### src/rtl/ctx_stack_pkg.sv
package ctx_stack_pkg;

    localparam int RIDX_W = 4;
    localparam logic [RIDX_W-1:0] SP_IDX = 4'd2;

    typedef enum logic {
        ABI_STD = 1'b0,
        ABI_EMB = 1'b1
    } abi_e;

    typedef enum logic [2:0] {
        ST_IDLE,
        ST_SP_DEC,
        ST_STORE,
        ST_SP_GET,
        ST_LOAD,
        ST_SP_INC,
        ST_DONE
    } ctx_state_e;

    // number of stack slots used by a register set
    function automatic logic [3:0] slot_count(abi_e m);
        return (m == ABI_STD) ? 4'd10 : 4'd6;
    endfunction

    // register index held in slot k of a register set
    function automatic logic [RIDX_W-1:0] slot_reg(abi_e m, logic [3:0] k);
        logic [RIDX_W-1:0] r;
        if (m == ABI_STD) begin
            if (k == 4'd0)      r = 4'd1;
            else if (k < 4'd4)  r = 4'd4 + k;
            else                r = 4'd6 + k;
        end else begin
            if (k == 4'd0)      r = 4'd5;
            else if (k < 4'd5)  r = 4'd9 + k;
            else                r = 4'd15;
        end
        return r;
    endfunction

endpackage

### src/rtl/ctx_nest.sv
module ctx_nest
    import ctx_stack_pkg::*;
#(
    parameter int NEST_MAX = 2,
    localparam int DEPTH_W = $clog2(NEST_MAX + 1)
) (
    input  logic               clk,
    input  logic               rst,
    input  logic               entry_req,
    input  logic               return_req,
    input  logic               abi_sel,
    input  logic               busy,
    input  logic               fin,
    output logic               start_save,
    output logic               start_restore,
    output abi_e               seq_mode,
    output logic [DEPTH_W-1:0] depth,
    output logic               overflow,
    output logic               underflow
);

    logic [DEPTH_W-1:0] depth_q;
    logic               op_save_q;
    abi_e               op_mode_q;
    abi_e               lvl_q [NEST_MAX];
    logic [NEST_MAX-1:0] lvl_wr;
    abi_e               ret_mode;
    logic               full, empty, ent_seen, ret_seen;

    assign full     = (depth_q == DEPTH_W'(NEST_MAX));
    assign empty    = (depth_q == '0);
    assign ent_seen = !busy && entry_req;
    assign ret_seen = !busy && !entry_req && return_req;

    assign start_save    = ent_seen && !full;
    assign start_restore = ret_seen && !empty;

    // one write strobe per nesting level
    for (genvar g = 0; g < NEST_MAX; g++) begin : g_lvl
        assign lvl_wr[g] = fin && op_save_q && (depth_q == DEPTH_W'(g));
    end

    always_comb begin
        ret_mode = ABI_STD;
        for (int g = 0; g < NEST_MAX; g++) begin
            if (depth_q == DEPTH_W'(g + 1)) ret_mode = lvl_q[g];
        end
    end

    assign seq_mode = start_save ? abi_e'(abi_sel) : ret_mode;

    always_ff @(posedge clk) begin
        if (rst) begin
            depth_q   <= '0;
            op_save_q <= 1'b0;
            op_mode_q <= ABI_STD;
            overflow  <= 1'b0;
            underflow <= 1'b0;
            for (int g = 0; g < NEST_MAX; g++) lvl_q[g] <= ABI_STD;
        end else begin
            overflow  <= ent_seen && full;
            underflow <= ret_seen && empty;
            if (start_save) begin
                op_save_q <= 1'b1;
                op_mode_q <= abi_e'(abi_sel);
            end else if (start_restore) begin
                op_save_q <= 1'b0;
            end
            for (int g = 0; g < NEST_MAX; g++) begin
                if (lvl_wr[g]) lvl_q[g] <= op_mode_q;
            end
            if (fin) begin
                if (op_save_q) depth_q <= depth_q + 1'b1;
                else           depth_q <= depth_q - 1'b1;
            end
        end
    end

    assign depth = depth_q;

endmodule

### src/rtl/ctx_seq.sv
module ctx_seq
    import ctx_stack_pkg::*;
#(
    parameter int DATA_W = 32,
    parameter int ADDR_W = 32
) (
    input  logic              clk,
    input  logic              rst,
    input  logic              start_save,
    input  logic              start_restore,
    input  abi_e              seq_mode,
    output logic [RIDX_W-1:0] rf_raddr,
    input  logic [DATA_W-1:0] rf_rdata,
    output logic              rf_we,
    output logic [RIDX_W-1:0] rf_waddr,
    output logic [DATA_W-1:0] rf_wdata,
    output logic              mem_req,
    output logic              mem_we,
    output logic [ADDR_W-1:0] mem_addr,
    output logic [DATA_W-1:0] mem_wdata,
    input  logic [DATA_W-1:0] mem_rdata,
    input  logic              mem_ready,
    output logic              busy,
    output logic              fin
);

    ctx_state_e        state_q, state_d;
    logic [3:0]        slot_q, slot_d;
    logic [ADDR_W-1:0] base_q, base_d;
    abi_e              mode_q;
    logic [3:0]        nslots;
    logic [ADDR_W-1:0] frame_bytes, slot_off;
    logic              last_slot;

    assign nslots      = slot_count(mode_q);
    assign frame_bytes = ADDR_W'(nslots) << 2;
    assign slot_off    = ADDR_W'(slot_q) << 2;
    assign last_slot   = (slot_q == nslots - 4'd1);

    always_comb begin
        state_d   = state_q;
        slot_d    = slot_q;
        base_d    = base_q;
        rf_raddr  = SP_IDX;
        rf_we     = 1'b0;
        rf_waddr  = SP_IDX;
        rf_wdata  = '0;
        mem_req   = 1'b0;
        mem_we    = 1'b0;
        mem_addr  = '0;
        mem_wdata = '0;
        fin       = 1'b0;
        unique case (state_q)
            ST_IDLE: begin
                slot_d = '0;
                if (start_save)         state_d = ST_SP_DEC;
                else if (start_restore) state_d = ST_SP_GET;
            end
            ST_SP_DEC: begin
                base_d   = ADDR_W'(rf_rdata) - frame_bytes;
                rf_we    = 1'b1;
                rf_wdata = DATA_W'(base_d);
                state_d  = ST_STORE;
            end
            ST_STORE: begin
                rf_raddr  = slot_reg(mode_q, slot_q);
                mem_req   = 1'b1;
                mem_we    = 1'b1;
                mem_addr  = base_q + slot_off;
                mem_wdata = rf_rdata;
                if (mem_ready) begin
                    if (last_slot) state_d = ST_DONE;
                    else           slot_d  = slot_q + 4'd1;
                end
            end
            ST_SP_GET: begin
                base_d  = ADDR_W'(rf_rdata);
                state_d = ST_LOAD;
            end
            ST_LOAD: begin
                mem_req  = 1'b1;
                mem_addr = base_q + slot_off;
                if (mem_ready) begin
                    rf_we    = 1'b1;
                    rf_waddr = slot_reg(mode_q, slot_q);
                    rf_wdata = mem_rdata;
                    if (last_slot) state_d = ST_SP_INC;
                    else           slot_d  = slot_q + 4'd1;
                end
            end
            ST_SP_INC: begin
                rf_we    = 1'b1;
                rf_wdata = DATA_W'(base_q + frame_bytes);
                state_d  = ST_DONE;
            end
            ST_DONE: begin
                fin     = 1'b1;
                state_d = ST_IDLE;
            end
            default: state_d = ST_IDLE;
        endcase
    end

    always_ff @(posedge clk) begin
        if (rst) begin
            state_q <= ST_IDLE;
            slot_q  <= '0;
            base_q  <= '0;
            mode_q  <= ABI_STD;
        end else begin
            state_q <= state_d;
            slot_q  <= slot_d;
            base_q  <= base_d;
            if (state_q == ST_IDLE && (start_save || start_restore)) mode_q <= seq_mode;
        end
    end

    assign busy = (state_q != ST_IDLE);

endmodule

### src/rtl/ctx_stack_engine.sv
module ctx_stack_engine
    import ctx_stack_pkg::*;
#(
    parameter int DATA_W   = 32,
    parameter int ADDR_W   = 32,
    parameter int NEST_MAX = 2,
    localparam int DEPTH_W = $clog2(NEST_MAX + 1)
) (
    input  logic               clk,
    input  logic               rst,
    input  logic               entry_req,
    input  logic               return_req,
    input  logic               abi_sel,
    output logic [3:0]         rf_raddr,
    input  logic [DATA_W-1:0]  rf_rdata,
    output logic               rf_we,
    output logic [3:0]         rf_waddr,
    output logic [DATA_W-1:0]  rf_wdata,
    output logic               mem_req,
    output logic               mem_we,
    output logic [ADDR_W-1:0]  mem_addr,
    output logic [DATA_W-1:0]  mem_wdata,
    input  logic [DATA_W-1:0]  mem_rdata,
    input  logic               mem_ready,
    output logic               busy,
    output logic               done,
    output logic [DEPTH_W-1:0] depth,
    output logic               overflow,
    output logic               underflow
);

    logic start_save, start_restore, fin;
    abi_e seq_mode;

    ctx_nest #(.NEST_MAX(NEST_MAX)) u_nest (
        .clk           (clk),
        .rst           (rst),
        .entry_req     (entry_req),
        .return_req    (return_req),
        .abi_sel       (abi_sel),
        .busy          (busy),
        .fin           (fin),
        .start_save    (start_save),
        .start_restore (start_restore),
        .seq_mode      (seq_mode),
        .depth         (depth),
        .overflow      (overflow),
        .underflow     (underflow)
    );

    ctx_seq #(.DATA_W(DATA_W), .ADDR_W(ADDR_W)) u_seq (
        .clk           (clk),
        .rst           (rst),
        .start_save    (start_save),
        .start_restore (start_restore),
        .seq_mode      (seq_mode),
        .rf_raddr      (rf_raddr),
        .rf_rdata      (rf_rdata),
        .rf_we         (rf_we),
        .rf_waddr      (rf_waddr),
        .rf_wdata      (rf_wdata),
        .mem_req       (mem_req),
        .mem_we        (mem_we),
        .mem_addr      (mem_addr),
        .mem_wdata     (mem_wdata),
        .mem_rdata     (mem_rdata),
        .mem_ready     (mem_ready),
        .busy          (busy),
        .fin           (fin)
    );

    assign done = fin;

endmodule

### config.mk
export PLATFORM = sky130hd
export DESIGN_NAME = ctx_stack_engine
export DESIGN_NICKNAME = d
export VERILOG_FILES = /design/src/rtl/ctx_stack_pkg.sv /design/src/rtl/ctx_nest.sv /design/src/rtl/ctx_seq.sv /design/src/rtl/ctx_stack_engine.sv
export SDC_FILE = /design/constraint.sdc
export NUM_CORES = 1
export LEC_CHECK = 0
export BUFFER_PORTS_ARGS = -buffer_cell sky130_fd_sc_hd__clkbuf_2
export CORE_MARGIN = 2
export CORE_UTILIZATION = 51
export CTS_BUF_LIST = sky130_fd_sc_hd__clkbuf_8
export CTS_CLUSTER_DIAMETER = 60
export CTS_CLUSTER_SIZE = 20
export DETAILED_ROUTE_END_ITERATION = 7
export GPL_TIMING_DRIVEN = 0
export HOLD_SLACK_MARGIN = 0.05
export PLACE_DENSITY = 0.81
export SETUP_SLACK_MARGIN = 0.02
export SLEW_MARGIN = 25
export SYNTH_ARGS = -nofsm -noshare
export SYNTH_HDL_FRONTEND = slang
export SYNTH_SLANG_ARGS = --single-unit
### constraint.sdc
create_clock -name clk -period 5.7 [get_ports clk]
set_input_delay 1.425 -clock clk [delete_from_list [all_inputs] [get_ports clk]]
set_output_delay 1.425 -clock clk [all_outputs]
set_load 0.02 [all_outputs]
# After elaboration in Yosys (flattened, before gate mapping)

Memories as Yosys holds them, arrays and structs flattened.
Index checks and enable logic that the tools add are counted.

Memories kept: 1
Output and inout bits: 113
Flip-flop bits (word level): 46
RAM bits: 2
Word-level logic and storage cells: 112
Input port bits: 70

Memory list:

| memory       | words | bits a word | read ports | clocked after Yosys merged registers in | write ports | RTL line       | text |
|---|---|---|---|---|---|---|---|
| u_nest.lvl_q | 2     | 1           | 2          | 0                                       | 2           | ctx_nest.sv:25 | `abi_e lvl_q [NEST_MAX];` |

Bitwise operators: 2
Add/sub/neg operators: 10
Reduce and logical (&&, ||, !) cells: 27
Eq/ne operators: 16
Mux-type cells: 45
$lt $le $gt $ge: 2

Operators with widths:

| operator                                            | number |
|---|---|
| 2-to-1 mux 32 bit                                   | 3 |
| one-hot mux 32 bit (3 select lines)                 | 1 |
| adder 32 x 6 -> 32 bit                              | 2 |
| one-hot mux 32 bit (2 select lines)                 | 1 |
| 2-to-1 mux 4 bit                                    | 11 |
| subtractor 32 x 6 -> 32 bit                         | 1 |
| 2-to-1 mux 1 bit                                    | 19 |
| 2-to-1 mux 3 bit                                    | 6 |
| one-hot mux 3 bit (6 select lines)                  | 1 |
| logical AND 1 bit                                   | 11 |
| equality test 3 bit, second input constant          | 3 |
| adder 3 x 4 -> 4 bit, first input constant          | 2 |
| < comparator 4 x 3 -> 1 bit, second input constant  | 2 |
| one-hot mux 4 bit (2 select lines)                  | 1 |
| equality test 3 x 2 -> 1 bit, second input constant | 2 |
| != test 2 x 1 -> 1 bit, second input constant       | 3 |
| != test 2 bit, second input constant                | 3 |
| nonzero test 2 bit                                  | 3 |
| AND reduction 5 bit                                 | 1 |
| adder 4 x 1 -> 4 bit, second input constant         | 1 |
| adder 4 bit, first input constant                   | 1 |
| equality test 4 bit                                 | 1 |
| logical NOT 1 bit                                   | 4 |
| logical NOT 4 bit                                   | 1 |
| 16 further kinds                                    | 18 |

# Longest topological paths before layout

Gate-level depths: netlist (run 1).

Depth in word-level cells: 8
Depth in mapped cells: 10

# Modules after synthesis

From an unflattened synthesis (run 1), not the netlist that was laid out.

Cells, all modules: 733
Area total of the unflattened synthesis: 5212.5 um^2

Modules (own cells, without submodules):

| module   | instances | cells each | area an instance (um^2) |
|---|---|---|---|
| ctx_seq  | 1         | 696        | 4813.4 |
| ctx_nest | 1         | 37         | 399.1 |

# Worst setup path after synthesis (run 1)

Ideal clock, no wire load.

Kind: input to output
Start point: input rf_rdata[5]
End point: output rf_wdata[27]
Buffers on the path: 3
Arrival time: 3564 ps
Stages on the path: 9
Path slack: 711 ps
Cells stage by stage: ha_1 > clkbuf_1 > nor2b_1 > or4_1 > clkbuf_1 > clkbuf_1 > nor3_1 > xnor2_1 > o21ai_0

Longest elaborated chain between the ends: 2

Ends and longest elaborated chain:

| what                                | RTL line               | text |
|---|---|---|
| start: declaration                  | ctx_stack_engine.sv:15 | `input logic [DATA_W-1:0] rf_rdata,` |
| subtractor 32 x 6 -> 32 bit         | ctx_seq.sv:60          | `base_d = ADDR_W'(rf_rdata) - frame_bytes;` |
| one-hot mux 32 bit (3 select lines) | ctx_seq.sv:53          | `unique case (state_q)` |
| end: declaration                    | ctx_stack_engine.sv:18 | `output logic [DATA_W-1:0] rf_wdata,` |

No other way between the ends.

# Final worst setup path (run 1)

Start point: input rf_rdata[5]
End point: output rf_wdata[17]

The elaborated chain is that of the path after synthesis.

==> results of run 1 <==
## flip-flops by register name, indices dropped and copies added, names as in the netlist
signal,flops
u_nest.op_mode_q,1
u_seq.state_q,3
u_seq.slot_q,4
u_seq.mode_q,1
u_nest.underflow,1
u_nest.op_save_q,1
u_seq.base_q,32
u_nest.overflow,1
u_nest.lvl_q,2
u_nest.depth,2
## logic make-up (layout without fill, tap and decap cells)
| group | Yosys count | after routing |
|---|---|---|
| xor+xnor | 89 | 89 |
| mux | 7 | 7 |
| simple gates | 360 | 360 |
| compound gates | 143 | 143 |
| buf+inv | 95 | 282 |
| flops | 48 | 48 |
| fa+ha+maj | 22 | 22 |
## synthesized netlist by cell type (3+ instances only)
library cell	instances
nor2_1	82
clkbuf_1	65
nand2_1	63
xnor2_1	56
dfxtp_1	46
and2_1	41
nor3_1	34
xor2_1	33
a21oi_1	32
a211oi_1	27
nand3_1	25
ha_1	19
nor4_1	19
o21ai_0	19
nand4_1	18
inv_1	17
and3_1	12
nor4_2	11
or4_1	10
a221o_1	9
or3_1	9
a22oi_1	8
o211ai_1	8
o221ai_1	8
o31ai_1	8
buf_1	7
mux2i_1	7
a31oi_1	6
a21o_1	5
nand2b_1	5
nor2b_1	5
nor3b_1	5
or2_2	5
buf_6	4
a222oi_1	3
a31o_2	3
and3b_1	3
fa_1	3
nand3b_1	3
## layer usage
metal / up-vias / part of all wire, % / GRT usage [%]
met3: 45 / 11 / 4.843
met1: 2969 / 42 / 46.46
met2: 430 / 44 / 50.99
met4: 0 / 3.1 / 9.615
li1: 3106 / - / -
met5: - / 0 / 0
## power breakdown
part	internal (uW)	switching [uW]
registers	361	21.2
logic	142	280
clock network	109	113
## what timing repair did
| action | CTS | global route |
|---|---|---|
| buffers inserted | 0 | 1 |
| setup endpoints to repair | 0 | 3 |
| resized for setup | 0 | 2 |
## worst paths after layout
kind	startpoint	endpoint	depth (start not counted)
worst max-delay path	rf_rdata[5]	rf_wdata[17]	12
worst min-delay path	u_nest.op_mode_q	u_nest.op_mode_q	2
worst max register to register	u_seq.mode_q	u_seq.base_q[24]	8
worst min register to register	u_nest.op_mode_q	u_nest.op_mode_q	2
## critical path: stages
cell	delay, ns
clkbuf_2	0.11
ha_1	0.28
clkbuf_1	0.17
nor2b_1	0.19
or4_1	0.40
clkbuf_1	0.22
clkbuf_1	0.31
nor4_1	0.35
mux2i_1	0.23
buf_4	0.15
o211ai_1	0.08
clkbuf_2	0.18
## cell type report
type | instances | share of cell area (%)
plain buffers | 78 | 4.921
clock buffers | 7 | 1.452
clock inverters | 1 | 0.05656
inverters | 17 | 0.9615
multi-input cells | 621 | 61.73
flip-flops and latches | 48 | 14.78
well taps | 136 | 2.564
repair buffers | 179 | 13.54
## stage by stage
step           std cells  setup WS (ns)  area [um^2]  hold slack (ns)  power (uW)
2_1_floorplan        764         0.7111         5460           0.4316       653.6
3_3_place_gp        1078        0.08402         6521           0.4527       796.6
3_5_place_dp        1078        0.06415         6521           0.4570       799.1
4_1_cts             1086        0.06024         6621           0.4725        1015
5_1_grt             1087        0.02090         6636           0.5025        1076
6_report            1087         0.1472         6636           0.4663        1026
==> results.tsv, run 1 <==
stage	metric	value	unit
status	status	completed	
global_routing	first_global_vias	5585	
sta	rsz0062_at_grt	false	
sta	relSlewSlack	28.70	%
detailed_routing	finalWirelength	19390	um
synthesis	synth.area.mux_share	1.283	%
synthesis	syn-cell-area	5460	um^2
die	start_util	52.65	%
synthesis	synth_top_family_by_area	simple AND/OR/NAND/NOR gates	
die	num_io_pins	183	
clock_tree	hold_buffers	0	
layout	drive_gt1_share	22.82	%
synthesis	ys_async_sr_fraction	0	%
layout	layout_common_cells	clkbuf_2, nor2_1, clkbuf_1	
die	die-height	107.5	um
sta	skew	0.005259	ns
sta	tightest_slew	1.061	ns
worst_setup_path	cp.required	4.28	ns
detailed_routing	vias	6550	
synthesis	synth-simple-area-share	35.70	%
layout	fin_nets	1042	
die	fp-row-count	37	
synthesis	synth_edf_count	2	
sta	max_freq	0.1801	GHz
power_and_ir_drop	power_density	154.6	nW/um^2
worst_setup_path	rrSetupSlack	2.51	ns
die	die_area	11550	um^2
clock_tree	root_buffer	clkbuf_8	
detailed_routing	drt-pass1-iter-count	6	
sta	setup_violations	0	
global_routing	grt_first_pass_wirelength	29770	um
layout	layout_commonest_cell	clkbuf_2	
sta	slew_violations	0	
sta	final.period_utilization	97.42	%
synthesis	synth_xor_area_share	14.28	%
layout	antennaDiodeCount	0	
worst_setup_path	crit_path_start_kind	primary input	
layout	area_delta_synth_final	21.54	%
detailed_routing	wl_per_cell	17.84	um
synthesis	synthTopCellsByArea	dfxtp_1, xnor2_1, nor2_1, xor2_1, and2_1	
sta	min_period	5.553	ns
synthesis	synth_cells	764	
layout	multi_input_area	4096	um^2
clock_tree	clock_latency	0.30	ns
clock_tree	path_clk_slew	0.09	ns
worst_setup_path	worstSetupPathType	in -> out	
synthesis	synth_fa_ha_area_share	5.454	%
global_routing	grt.overflow.total	0	
global_routing	track_usage	32.64	%
global_routing	antenna_found_initial	0	
worst_setup_path	cp_max_fo	10	
sta	hold_viol_final	0	
place	place_congestion	0.9686	
hold_path	hold_path_class	reg -> reg	
synthesis	avgSynthCellArea	7.147	um^2
detailed_routing	drtAntennaViolNets	0	
clock_tree	htree_levels	2	
detailed_routing	drcViolationCount	0	
synthesis	yosysWarnings	0	
layout	seqCellArea	980.9	um^2
synthesis	synth_top_area_share	16.87	%
worst_setup_path	critPathCaptureType	output pin	
detailed_routing	drtIter0Drc	725	
power_and_ir_drop	p_leak	0.002587	uW
synthesis	yosys.area.top_type	dfxtp_1	
synthesis	synth_nets	856	
power_and_ir_drop	peakVddDrop	0.0001094	V
die	coreArea	10370	um^2
sta	fin_setup_tns	0	ns
clock_tree	cts_tree	done	
place	portBuffers	178	
die	die_x	107.5	um
global_routing	grt_max_degree	15	
synthesis	synthFlopType	dfxtp_1	
run	maxCapViolCount	0	
synthesis	synth.distinct_cells	55	
worst_setup_path	arrival	4.13	ns
place	dp_hpwl	15520	um
layout	nFillCells	1011	
synthesis	synth_seq_area_share	17.97	%
synthesis	synth_compound_area_share	18.19	%
detailed_routing	viasPerCell	6.026	
clock_tree	cts_made_buffers	5	
clock_tree	cts_buffer_depth	2	
clock_tree	cts.sinks	48	
synthesis	synth_seq_cells	48	
layout	post-route-util	64.00	%
Power figures use the tool's default switching activity.
==> inputs of run 2 (changes only) <==
--- a/config.mk
+++ b/config.mk
@@ -5,12 +5,12 @@
 export SDC_FILE = /design/constraint.sdc
 export NUM_CORES = 1
 export LEC_CHECK = 0
+export ABC_AREA = 1
 export BUFFER_PORTS_ARGS = -buffer_cell sky130_fd_sc_hd__clkbuf_2
 export CORE_MARGIN = 2
 export CORE_UTILIZATION = 51
 export CTS_BUF_LIST = sky130_fd_sc_hd__clkbuf_8
 export CTS_CLUSTER_DIAMETER = 60
-export CTS_CLUSTER_SIZE = 20
 export DETAILED_ROUTE_END_ITERATION = 7
 export GPL_TIMING_DRIVEN = 0
 export HOLD_SLACK_MARGIN = 0.05
==> run 2 against run 1 <==
- cell area down 0.64%
- critical path depth unchanged
- power up 120%
==> results.tsv, run 2 <==
stage	metric	value	unit	change
sta	relSlewSlack	48.39	%	+20 points
hold_path	min_path_cells	1		-1
synthesis	synth_cells	984		+29%
worst_setup_path	cp_cell_sequence	clkbuf_2, inv_1, fa_1, inv_1, nand2_1, inv_1, nor3_2, nand2_1, nand2_1, nand3_1, nand3_1, clkbuf_2		
detailed_routing	drt-pass1-iter-count	6		unchanged
worst_setup_path	rr_endpoint	u_seq.base_q[30]		
clock_tree	cts_tree	done		
detailed_routing	drcViolationCount	0		unchanged
sta	fin_setup_tns	0	ns	unchanged
sta	slew_violations	0		unchanged
synthesis	synth_edf_count	2		unchanged
synthesis	avgSynthCellArea	5.468	um^2	-23%
clock_tree	path_clk_slew	0.10	ns	about the same
clock_tree	htree_levels	2		unchanged
detailed_routing	wl_per_cell	16.13	um	-9.6%
synthesis	synth_seq_area_share	18.23	%	+0.27 points
detailed_routing	drtAntennaViolNets	0		unchanged
place	place_congestion	0.9719		+0.34%
worst_setup_path	cp_max_fo	7		-3
synthesis	ys_async_sr_fraction	0	%	unchanged
worst_setup_path	crit_path_start_kind	primary input		
synthesis	synth_seq_cells	48		unchanged
clock_tree	cts_buffer_depth	2		unchanged
worst_setup_path	arrival	3.38	ns	-0.75 ns
worst_setup_path	worstSetupPathType	in -> out		
die	die_area	11390	um^2	-1.4%
place	place_area	6456	um^2	-1.0%
clock_tree	cts.sinks	48		unchanged
hold_path	hold_path_class	reg -> reg		
worst_setup_path	critPathCaptureType	output pin		
worst_setup_path	reg2regPathDepth	9		+1
synthesis	syn-cell-area	5380	um^2	-1.5%
synthesis	synth_most_common_cell	nand2_1		
die	die_x	106.7	um	-0.71%
layout	final_area	6594	um^2	-0.64%
worst_setup_path	rrSetupSlack	3.14	ns	+0.63 ns
layout	area_delta_synth_final	22.56	%	
sta	rsz0062_at_grt	false		
sta	setup_violations	0		unchanged
power_and_ir_drop	peakVddDrop	0.0001768	V	+62%
global_routing	grt_first_pass_wirelength	32900	um	+10%
sta	tightest_slew	0.7741	ns	-0.2872 ns
layout	layout_commonest_cell	nand2_1		
worst_setup_path	cp.required	4.28	ns	about the same
layout	top_register	u_seq.base_q		
clock_tree	root_buffer	clkbuf_8		
global_routing	antenna_found_initial	0		unchanged
sta	final.period_utilization	84.25	%	-13 points
worst_setup_path	max_stage_delay	0.45	ns	+0.05 ns
layout	antennaDiodeCount	0		unchanged
clock_tree	cts_made_buffers	5		unchanged
synthesis	synth_nets	1076		+26%
synthesis	synthTopCellsByArea	nand2_1, dfxtp_1, nor2_1, nand3_1, inv_1		
die	fp-row-count	37		unchanged
clock_tree	hold_buffers	0		unchanged
place	dp_hpwl	17490	um	+13%
layout	largest_reg_flops	32		unchanged
layout	nFillCells	1106		+9.4%
layout	multi_input_area	3757	um^2	-8.3%
worst_setup_path	cpMaxStageDelayCell	nor3_2		
run	maxCapViolCount	0		unchanged
synthesis	yosys.area.top_type	nand2_1		
global_routing	track_usage	36.77	%	+4.1 points
sta	max_freq	0.2082	GHz	+16%
power_and_ir_drop	finalPower	2246	uW	+120%
layout	top_regs	u_seq.base_q x32, u_seq.slot_q x4, u_seq.state_q x3		
layout	drive_gt1_share	20.63	%	-2.2 points
sta	skew	0.008953	ns	+0.003694 ns
die	start_util	52.35	%	-0.30 points
clock_tree	clock_latency	0.32	ns	+0.02 ns
clock_tree	cts_setup_buffers	0		unchanged
hold_path	hold_end	u_seq.state_q[0]		
synthesis	synth_common_cells	nand2_1, nor2_1, inv_1		
detailed_routing	drtIter0Drc	1050		+45%
synthesis	yosysWarnings	0		unchanged
worst_setup_path	critPathTopFamily	simple AND/OR/NAND/NOR gates		
die	coreArea	10280	um^2	-0.89%
die	num_io_pins	183		unchanged
clock_tree	cts_resized	0		unchanged
detailed_routing	viasPerCell	5.492		-8.9%
global_routing	grt_max_degree	17		+2
power_and_ir_drop	power_density	340.6	nW/um^2	+120%
detailed_routing	vias	7189		+9.8%
sta	min_period	4.802	ns	-0.7508 ns
hold_path	min_from	u_seq.state_q[0]		
place	portBuffers	181		+1.7%
detailed_routing	finalWirelength	21110	um	+8.9%
die	die-height	106.7	um	-0.71%
synthesis	synthFlopType	dfxtp_1		
global_routing	grt.overflow.total	0		unchanged
synthesis	synth_top_area_share	18.56	%	+1.7 points
layout	layout_common_cells	nand2_1, clkbuf_2, nor2_1		
worst_setup_path	worst-path-buf-inv	5		-1
worst_setup_path	r2r_start	u_seq.mode_q		
power_and_ir_drop	p_leak	0.003195	uW	+24%
status	status	completed		
synthesis	synth.distinct_cells	38		-31%
sta	hold_viol_final	0		unchanged
global_routing	first_global_vias	6339		+14%
layout	fin_nets	1264		+21%
layout	seqCellArea	980.9	um^2	unchanged
## run 2: changes by cell type after synthesis, moves of 54 or more
| cell | delta |
|---|---|
| clkbuf_1 | -57 |
| nand2_1 | +203 |
| nand3_1 | +91 |
| inv_1 | +113 |
| nor2_1 | +73 |
| xnor2_1 | -54 |
## run 2: per-layer routing
layer	GRT usage [%]	vias to the layer above	part of all wire [%]
met5	0	-	0
li1	-	3567	-
met4	12.06	0	3.1
met3	4.742	45	11
met2	57.51	418	43
met1	52.32	3159	43
## run 2: report_power, final
part	internal, uW	total (uW)	leakage, uW	switching, uW
Clock	177	317	0.0000687	140
Combinational	413	1390	0.00273	973
Sequential	422	544	0.000396	122
## run 2: area by class of cell
type | count | area share (%)
Inverter | 138 | 7.856
Clock buffer | 5 | 1.044
Timing Repair Buffer | 181 | 13.74
Buffer | 26 | 1.879
Multi-Input combinational cell | 772 | 56.98
Sequential cell | 48 | 14.88
Tap cell | 136 | 2.581
Clock inverter | 3 | 1.044
## run 2: kinds of logic (layout without fill, tap and decap cells)
| family | after synthesis | count (layout) | share of synthesized area [%] |
|---|---|---|---|
| and+or+nand+nor | 588 | 588 | 46.44 |
| buffers and inverters | 164 | 353 | 11.93 |
| AOI/OAI and AO/OA | 147 | 147 | 15.42 |
| DFF | 48 | 48 | 18.23 |
| adders and majority gates | 22 | 22 | 5.535 |
| xor gates and xnor gates | 15 | 15 | 2.442 |
## run 2: worst max-delay path by stage
stage                           start  depth (start not counted)  slack [ns]      endpoint
after floorplan           rf_rdata[3]                         10        1.58  rf_wdata[19]
after global placement    rf_rdata[3]                         12        0.97  rf_wdata[29]
after detailed placement  rf_rdata[3]                         12        0.96  rf_wdata[29]
after CTS                 rf_rdata[3]                         12        0.96  rf_wdata[29]
after global routing      rf_rdata[3]                         12        0.74  rf_wdata[29]
final                     rf_rdata[3]                         12        0.90  rf_wdata[25]
## run 2: through the flow
step                utilization [%]  hold WS (ns)  std cells  setup WS, ns
CTS                           64.16        0.4992       1309        0.9552
global placement              62.82        0.4786       1301        0.9744
finish                        64.16        0.5063       1309        0.8980
detailed placement            62.82        0.4836       1301        0.9611
global route                  64.16        0.5504       1309        0.7391
floorplan                         -        0.4481        984         1.578
## run 2: worst reg2reg max path: cells and delay by family (launching register included)
kind            cells  cell delay [ns]
flops               1             0.66
fa+ha+maj           1             0.35
simple gates        4             0.74
compound gates      2             0.37
buf+inv             2             0.37
